`src/rtl/bsram_pkg.sv`:
```
package bsram_pkg;
  localparam int LW    = 8;
  localparam int LANES = 2;
  localparam int DW    = LW * LANES;

  // Core is addressed only with both chip enables active and any lane on.
  function automatic logic chip_on(input logic c1n, input logic c2,
                                   input logic hin, input logic lon);
    return ~c1n & c2 & ~(hin & lon);
  endfunction

  // Lanes enabled for a word-view access.
  function automatic logic [LANES-1:0] word_lanes(input logic hin, input logic lon);
    return {~hin, ~lon};
  endfunction

  // Single lane targeted by a byte-view access.
  function automatic logic [LANES-1:0] byte_lane(input logic bsel);
    return bsel ? 2'b10 : 2'b01;
  endfunction
endpackage

```
`src/rtl/bsram_decode.sv`:
```
module bsram_decode
  import bsram_pkg::*;
(
  input  logic                    word_mode,
  input  logic                    byte_sel,
  input  logic                    cs1_n,
  input  logic                    cs2,
  input  logic                    wr_n,
  input  logic                    rd_n,
  input  logic                    hi_en_n,
  input  logic                    lo_en_n,
  input  logic [DW-1:0]           wdata,
  output logic                    sel,
  output logic [LANES-1:0]        wr_lane,
  output logic [LANES-1:0]        rd_lane,
  output logic [LANES-1:0][LW-1:0] lane_wd,
  output logic [LANES-1:0]        nxt_valid,
  output logic                    nxt_hi_route
);
  logic [LANES-1:0] tgt;

  always_comb begin
    sel = chip_on(cs1_n, cs2, hi_en_n, lo_en_n);
    tgt = word_mode ? word_lanes(hi_en_n, lo_en_n) : byte_lane(byte_sel);
    wr_lane = (sel && !wr_n) ? tgt : '0;
    rd_lane = (sel && wr_n && !rd_n) ? tgt : '0;
    // Outputs: word view keeps lanes in place, byte view folds onto lane 0.
    if (word_mode) nxt_valid = rd_lane;
    else           nxt_valid = (rd_lane != '0) ? 2'b01 : 2'b00;
    nxt_hi_route = !word_mode && byte_sel;
  end

  for (genvar k = 0; k < LANES; k++) begin : g_wd
    assign lane_wd[k] = word_mode ? wdata[k*LW +: LW] : wdata[LW-1:0];
  end
endmodule

```
`src/rtl/bsram_lane.sv`:
```
module bsram_lane #(
  parameter int AW = 6,
  parameter int LW = 8
) (
  input  logic          clk,
  input  logic          we,
  input  logic          re,
  input  logic [AW-1:0] addr,
  input  logic [LW-1:0] wd,
  output logic [LW-1:0] rq
);
  localparam int DEPTH = 1 << AW;
  logic [LW-1:0] mem [DEPTH];

  always_ff @(posedge clk) begin
    if (we) mem[addr] <= wd;
    if (re) rq <= mem[addr];
  end
endmodule

```
`src/rtl/bsram_outreg.sv`:
```
module bsram_outreg
  import bsram_pkg::*;
(
  input  logic                     clk,
  input  logic                     rst_n,
  input  logic [LANES-1:0]         nxt_valid,
  input  logic                     nxt_hi_route,
  input  logic [LANES-1:0][LW-1:0] q,
  output logic [DW-1:0]            rdata,
  output logic [LANES-1:0]         rvalid
);
  logic hi_route;

  always_ff @(posedge clk or negedge rst_n) begin
    if (!rst_n) begin
      rvalid   <= '0;
      hi_route <= 1'b0;
    end else begin
      rvalid   <= nxt_valid;
      hi_route <= nxt_hi_route;
    end
  end

  always_comb begin
    rdata[LW-1:0]  = rvalid[0] ? (hi_route ? q[1] : q[0]) : '0;
    rdata[DW-1:LW] = rvalid[1] ? q[1] : '0;
  end
endmodule

```
`src/rtl/bsram_core.sv`:
```
module bsram_core
  import bsram_pkg::*;
#(
  parameter int AW = 6
) (
  input  logic          clk,
  input  logic          rst_n,
  input  logic          word_mode,
  input  logic [AW-1:0] addr,
  input  logic          byte_sel,
  input  logic          cs1_n,
  input  logic          cs2,
  input  logic          wr_n,
  input  logic          rd_n,
  input  logic          hi_en_n,
  input  logic          lo_en_n,
  input  logic [15:0]   wdata,
  output logic [15:0]   rdata,
  output logic [1:0]    rvalid
);
  logic                     sel_w;
  logic [LANES-1:0]         wr_lane;
  logic [LANES-1:0]         rd_lane;
  logic [LANES-1:0][LW-1:0] lane_wd;
  logic [LANES-1:0][LW-1:0] lane_q;
  logic [LANES-1:0]         nxt_valid;
  logic                     nxt_hi_route;

  bsram_decode u_dec (
    .word_mode(word_mode), .byte_sel(byte_sel), .cs1_n(cs1_n), .cs2(cs2),
    .wr_n(wr_n), .rd_n(rd_n), .hi_en_n(hi_en_n), .lo_en_n(lo_en_n),
    .wdata(wdata), .sel(sel_w), .wr_lane(wr_lane), .rd_lane(rd_lane),
    .lane_wd(lane_wd), .nxt_valid(nxt_valid), .nxt_hi_route(nxt_hi_route)
  );

  for (genvar k = 0; k < LANES; k++) begin : g_lane
    bsram_lane #(.AW(AW), .LW(LW)) u_lane (
      .clk(clk), .we(wr_lane[k]), .re(rd_lane[k]), .addr(addr),
      .wd(lane_wd[k]), .rq(lane_q[k])
    );
  end

  bsram_outreg u_out (
    .clk(clk), .rst_n(rst_n), .nxt_valid(nxt_valid),
    .nxt_hi_route(nxt_hi_route), .q(lane_q), .rdata(rdata), .rvalid(rvalid)
  );
endmodule

```
`config.mk`:
```
export PLATFORM = sky130hd
export DESIGN_NAME = bsram_core
export DESIGN_NICKNAME = d
export VERILOG_FILES = /design/src/rtl/bsram_pkg.sv /design/src/rtl/bsram_decode.sv /design/src/rtl/bsram_lane.sv /design/src/rtl/bsram_outreg.sv /design/src/rtl/bsram_core.sv
export SDC_FILE = /design/constraint.sdc
export NUM_CORES = 1
export LEC_CHECK = 0
export ABC_CLOCK_PERIOD_IN_PS = 2300
export BUFFER_PORTS_ARGS = -buffer_cell sky130_fd_sc_hd__buf_4
export CELL_PAD_IN_SITES_DETAIL_PLACEMENT = 1
export CELL_PAD_IN_SITES_GLOBAL_PLACEMENT = 2
export CORE_MARGIN = 4
export CORE_UTILIZATION = 45
export DETAILED_ROUTE_END_ITERATION = 10
export PLACE_DENSITY = 0.83
export SLEW_MARGIN = 20
export SYNTH_ARGS = -nofsm -noshare
export SYNTH_HDL_FRONTEND = slang
export SYNTH_HIERARCHICAL = 1
export SYNTH_SLANG_ARGS = --single-unit
export TNS_END_PERCENT = 10
```
`constraint.sdc`:
```
create_clock -name clk -period 2.3 [get_ports clk]
set_input_delay 0.115 -clock clk [delete_from_list [all_inputs] [get_ports clk]]
set_output_delay 0.115 -clock clk [all_outputs]
set_load 0.02 [all_outputs]
```
==> flow_summary.ini, run 1 <==
[status]
outcome = finished with violations
violations = negative setup slack

[timing]
min_period_ns = 2.38
setup_slack_ns = -0.0809
hold_viol_final = 0
fmax_mhz = 420
relSlewSlack_pct = 26.2
finalCritPeriodShare_pct = 104
rsz0062_at_grt = true
setup_violations = 1
clock_skew_ns = 0.0292
slew_viol_final = 0
worstMarginPinSlew_ns = 1.10

[min_path]
min_path_type = in2reg

[die]
start_util_pct = 45.4
io_pins = 50
dieArea_mm2 = 0.0974
coreArea_mm2 = 0.0917
rows = 111
die_h_um = 312
die_w_um = 312

[final_layout]
finalNonFillerCells = 4148
area_growth_pct = 20.4
fill_cells = 8473
mostFrequentLayoutCell = edfxtp_1
stdcell_area_mm2 = 0.0501
fin_nets = 2905
drive_gt1_share_pct = 27.5
utilization_pct = 54.7
final_cell_mix = edfxtp_1 (1040), buf_4 (499), nor2_1 (162), mux2i_1 (134), clkbuf_16 (104)

[placed_design]
dpl_cell_area_mm2 = 0.0467
place_inst = 3948
dp_hpwl_mm = 84.4
portBuffers = 49
routabilityCongestion = 0.893

[setup_path]
cp.arrival_ns = 2.79
end_kind = flip-flop
crit_path_max_fanout = 1
criticalPathCategory = reg2reg
critPathRequiredTime_ns = 2.71
cp-start-kind = flip-flop

[power]
power.density_mw_per_mm2 = 806
p_leak_nw = 17.0
p_total_mw = 40.4
pwr-share-seq_pct = 52.0
ir_drop_uv = 842
power.clock.fraction_pct = 41.3
intPower_mw = 31.5
swShare_pct = 22.0
combPwrFrac_pct = 6.7
switchingPower_mw = 8.90

[cts]
path_clk_slew_ns = 0.06
cts_buffer_depth = 3
cts_num_sinks = 1043
tritoncts = yes
root_buffer = clkbuf_16
clk_latency_ns = 0.68
cts_buffers = 101
htreeDepth = 3

[grt]
grt_max_degree = 65
antenna_found_initial = 9
use_met2_pct = 42.6
grt_pass1_vias = 27600
grt_overflow = 0
grt_use_total_pct = 26.7
top_usage_layer = met2
grt_util_met3_pct = 5.89
grt_pass1_wl_mm = 192
grt_use_met1_pct = 36.6

[job]
max-cap-violations = 0

[detailed_routing]
drt-total-wl_mm = 132
firstDrtPassIters = 6
route.detailed.drc = 0
vias = 26400
drt-initial-drc-count = 3301
viasPerCell = 6.37
final_antenna_net_count = 0
wire_per_inst_um = 31.8

[synthesis]
syn_inst = 2401
synth.avg_cell_area_um2 = 17.3
yosysWarnings = 6
syn-num-nets = 2433
syn_area_mm2 = 0.0416
-- sequential cells by signal (all words and copies together) (netlist names) --
name	cells
u_out/hi_route	1
u_out/rvalid	2
g_lane.u_lane/rq	16
g_lane.u_lane/mem	1024
-- timing repair --
| action | in CTS | in global routing |
|---|---|---|
| gates resized for setup | 10 | 7 |
| hold buffers | 8 | 0 |
| pin swaps | 3 | 3 |
| endpoints found under the setup margin | 5 | 336 |
| buffers inserted | 0 | 0 |
| hold endpoints to repair | 6 | 0 |
-- power groups by stage --
stage	registers, mW	logic, mW	clock network (mW)
floorplan	21.4	1.30	0
global placement	21.4	2.45	0
detailed placement	21.4	2.56	0
CTS	21.0	2.63	16.8
global route	21.0	2.79	17.7
finish	21.0	2.69	16.7
-- metrics by stage --
stage | setup TNS, ns | worst slack (ns) | hold slack, ns
global placement | -8.86 | -0.360 | -0.0905
CTS | -0.118 | -0.0438 | 0.0776
global route | -0.184 | -0.0810 | 0.117
finish | -0.0809 | -0.0809 | 0.124
floorplan | 0 | 0.0747 | -0.181
detailed placement | -59.92 | -0.383 | -0.0871
-- cell type report --
type,count,area [um^2],share of cell area [%]
flip-flops and latches,1043,31300,62.5
multi-input cells,1178,9510,19.0
repair buffers,542,4500,8.98
clock buffers,128,2690,5.37
well taps,1186,1480,2.96
clock inverters,58,579,1.16
inverters,7,26.3,0.0524
diodes,6,15.0,0.0300
-- critical path, stage by stage (launching register included) --
cell and delay [ns]:
edfxtp_1 0.43, mux2_4 0.30, mux4_2 0.49, o21ai_4 0.20, o2111ai_4 0.18, or4b_1 0.52
-- per-layer routing --
layer	wire length [um]	share of wire (%)
met1	49800	38
met2	61900	47
met3	15200	12
met4	5010	3.8
met5	43	0.033
-- worst paths after layout --
| check | from | end | slack, ns | depth (start not counted) |
|---|---|---|---|---|
| worst max register to register | g_lane[1].u_lane/mem[0][7] | g_lane[1].u_lane/rq[7] | -0.08 | 5 |
| worst min register to register | g_lane[1].u_lane/mem[34][7] | g_lane[1].u_lane/rq[7] | 0.77 | 3 |
| min in group asynchronous | rst_n | u_out/rvalid[1] | 0.37 | 3 |
| worst max-delay path | g_lane[1].u_lane/mem[0][7] | g_lane[1].u_lane/rq[7] | -0.08 | 5 |
| worst min-delay path | byte_sel | g_lane[0].u_lane/rq[4] | 0.12 | 4 |
| max in group asynchronous | rst_n | u_out/hi_route | 1.75 | 3 |
Note: power is estimated with default switching activity, not from simulation.
==> run 2, diff against run 1 <==
RECOVER_POWER = 25   (was not set)
==> flow_summary.ini, run 2 (synthesis results as in run 1) <==
[status]
outcome = finished with violations
violations = max-capacitance violations, max-slew violations, negative setup slack

[power]
intPower_mw = 31.5
power.density_mw_per_mm2 = 807
switchingPower_mw = 8.88
ir_drop_uv = 843
power.clock.fraction_pct = 41.3
p_leak_nw = 17.0
pwr-share-seq_pct = 52.1
combPwrFrac_pct = 6.6
swShare_pct = 22.0

[placed_design]
routabilityCongestion = 0.893
place_inst = 3948
dpl_cell_area_mm2 = 0.0467
dp_hpwl_mm = 84.4
portBuffers = 49

[grt]
grt_use_total_pct = 26.7
grt_overflow = 0
grt_pass1_vias = 27600
grt_max_degree = 65
grt_pass1_wl_mm = 192
antenna_found_initial = 9

[die]
coreArea_mm2 = 0.0917
io_pins = 50
die_h_um = 312
rows = 111
start_util_pct = 45.4
die_w_um = 312
dieArea_mm2 = 0.0974

[setup_path]
cp.arrival_ns = 2.80
r2r-end = g_lane[1].u_lane/rq[7]
end_kind = flip-flop
crit_path_max_fanout = 1
reg2reg_from = g_lane[1].u_lane/mem[0][7]
criticalPathCategory = reg2reg
cp-start-kind = flip-flop
critPathRequiredTime_ns = 2.71
reg2reg_slack_ns = -0.09
rr_worst_depth = 5

[final_layout]
mostFrequentLayoutCell = edfxtp_1
largest_register_ffs = 1024
regMostFlops = g_lane.u_lane/mem
stdcell_area_mm2 = 0.0501
finalNonFillerCells = 4149
largestRegisters = g_lane.u_lane/mem: 1024 flops, g_lane.u_lane/rq: 16 flops, u_out/rvalid: 2 flops
area_growth_pct = 20.2
drive_gt1_share_pct = 27.2
final_cell_mix = edfxtp_1 (1040), buf_4 (479), nor2_1 (162), mux2i_1 (134), clkbuf_16 (104)
fin_nets = 2905

[detailed_routing]
met1_length_mm = 49.8
firstDrtPassIters = 6
vias = 26600
met3_length_mm = 14.9
viasPerCell = 6.41
route.detailed.drc = 0
drt-total-wl_mm = 132
final_antenna_net_count = 0
wl_met2_mm = 62.1
drt-initial-drc-count = 3354
wire_per_inst_um = 31.8
routed.top_layer = met5

[cts]
cts_buffer_depth = 3
root_buffer = clkbuf_16
cts_num_sinks = 1043
cts_buffers = 101
cts_setup_buffers = 0
clk_latency_ns = 0.69
htreeDepth = 3
path_clk_slew_ns = 0.06
tritoncts = yes

[min_path]
whs_path_depth = 4
worstHoldEndpoint = g_lane[0].u_lane/rq[4]
min_from = byte_sel
min_path_type = in2reg

[timing]
setup_slack_ns = -0.0865
setup_violations = 1
fmax_mhz = 419
hold_viol_final = 0
worstMarginPinSlew_ns = 1.61
slew_viol_final = 403
min_period_ns = 2.39
rsz0062_at_grt = true
finalCritPeriodShare_pct = 104
relSlewSlack_pct = -7.05
clock_skew_ns = 0.0309

[job]
max-cap-violations = 7
-- run 2: cell count changes in the layout (fill, tap and decap cells not counted), sizes merged --
cell | previous run | this run
buf | 534 | 514
diode | 6 | 7
clkbuf | 128 | 148
-- run 2: area by class of cell --
class	count	area, um^2
antenna	7	17.5
clock buffer	128	2690
clock inverter	58	579
fill	8479	41600
inverter	7	26.3
multi-input combinational	1178	9510
sequential	1043	31300
tap	1186	1480
timing repair buffer	542	4450
-- run 2: worst max-delay path, stage by stage (launching register included) --
cell and delay [ns]:
edfxtp_1 0.43, mux2_4 0.30, mux4_2 0.49, o21ai_4 0.20, o2111ai_4 0.18, or4b_1 0.52
-- run 2: how the worst max path moves through the flow --
| stage | startpoint | endpoint | slack, ns |
|---|---|---|---|
| 2_1_floorplan | addr[1] | g_lane[1].u_lane/mem[13][0] | 0.07 |
| 3_3_place_gp | addr[2] | g_lane[1].u_lane/rq[3] | -0.36 |
| 3_5_place_dp | addr[2] | g_lane[1].u_lane/rq[3] | -0.38 |
| 4_1_cts | g_lane[1].u_lane/mem[0][7] | g_lane[1].u_lane/rq[7] | -0.04 |
| 5_1_grt | g_lane[1].u_lane/mem[0][7] | g_lane[1].u_lane/rq[7] | -0.08 |
| 6_report | g_lane[1].u_lane/mem[0][7] | g_lane[1].u_lane/rq[7] | -0.09 |
-- run 2: per-layer routing --
metal  track usage [%]  vias to the layer above
met5                 0                        -
met4              9.40                        6
met3              5.89                      329
met2              42.6                     1828
met1              36.6                    13700
li1                  -                    10700
-- run 2: power groups by stage --
stage | Sequential (mW) | Clock (mW) | Combinational [mW]
6_report | 21.0 | 16.7 | 2.68
5_1_grt | 21.0 | 17.7 | 2.78
4_1_cts | 21.0 | 16.8 | 2.63
3_5_place_dp | 21.4 | 0 | 2.56
3_3_place_gp | 21.4 | 0 | 2.45
2_1_floorplan | 21.4 | 0 | 1.30
-- run 2: timing repair --
| action | in CTS | in global routing |
|---|---|---|
| resized for setup | 10 | 7 |
| setup endpoints to repair | 5 | 336 |
| cloned | 0 | 0 |
| hold endpoints to repair | 6 | 0 |
| hold buffers | 8 | 0 |
| pin swaps | 3 | 3 |
-- run 2: per-stage QoR --
step	hold WS [ns]	setup TNS, ns	power [mW]	setup WS, ns	utilization (%)
5_1_grt	0.117	-0.184	41.5	-0.0810	54.6
3_3_place_gp	-0.0905	-8.86	23.9	-0.360	50.9
3_5_place_dp	-0.0871	-59.92	24.0	-0.383	50.9
2_1_floorplan	-0.181	0	22.7	0.0747	-
6_report	0.126	-0.0865	40.4	-0.0865	54.6
4_1_cts	0.0776	-0.118	40.5	-0.0438	54.6
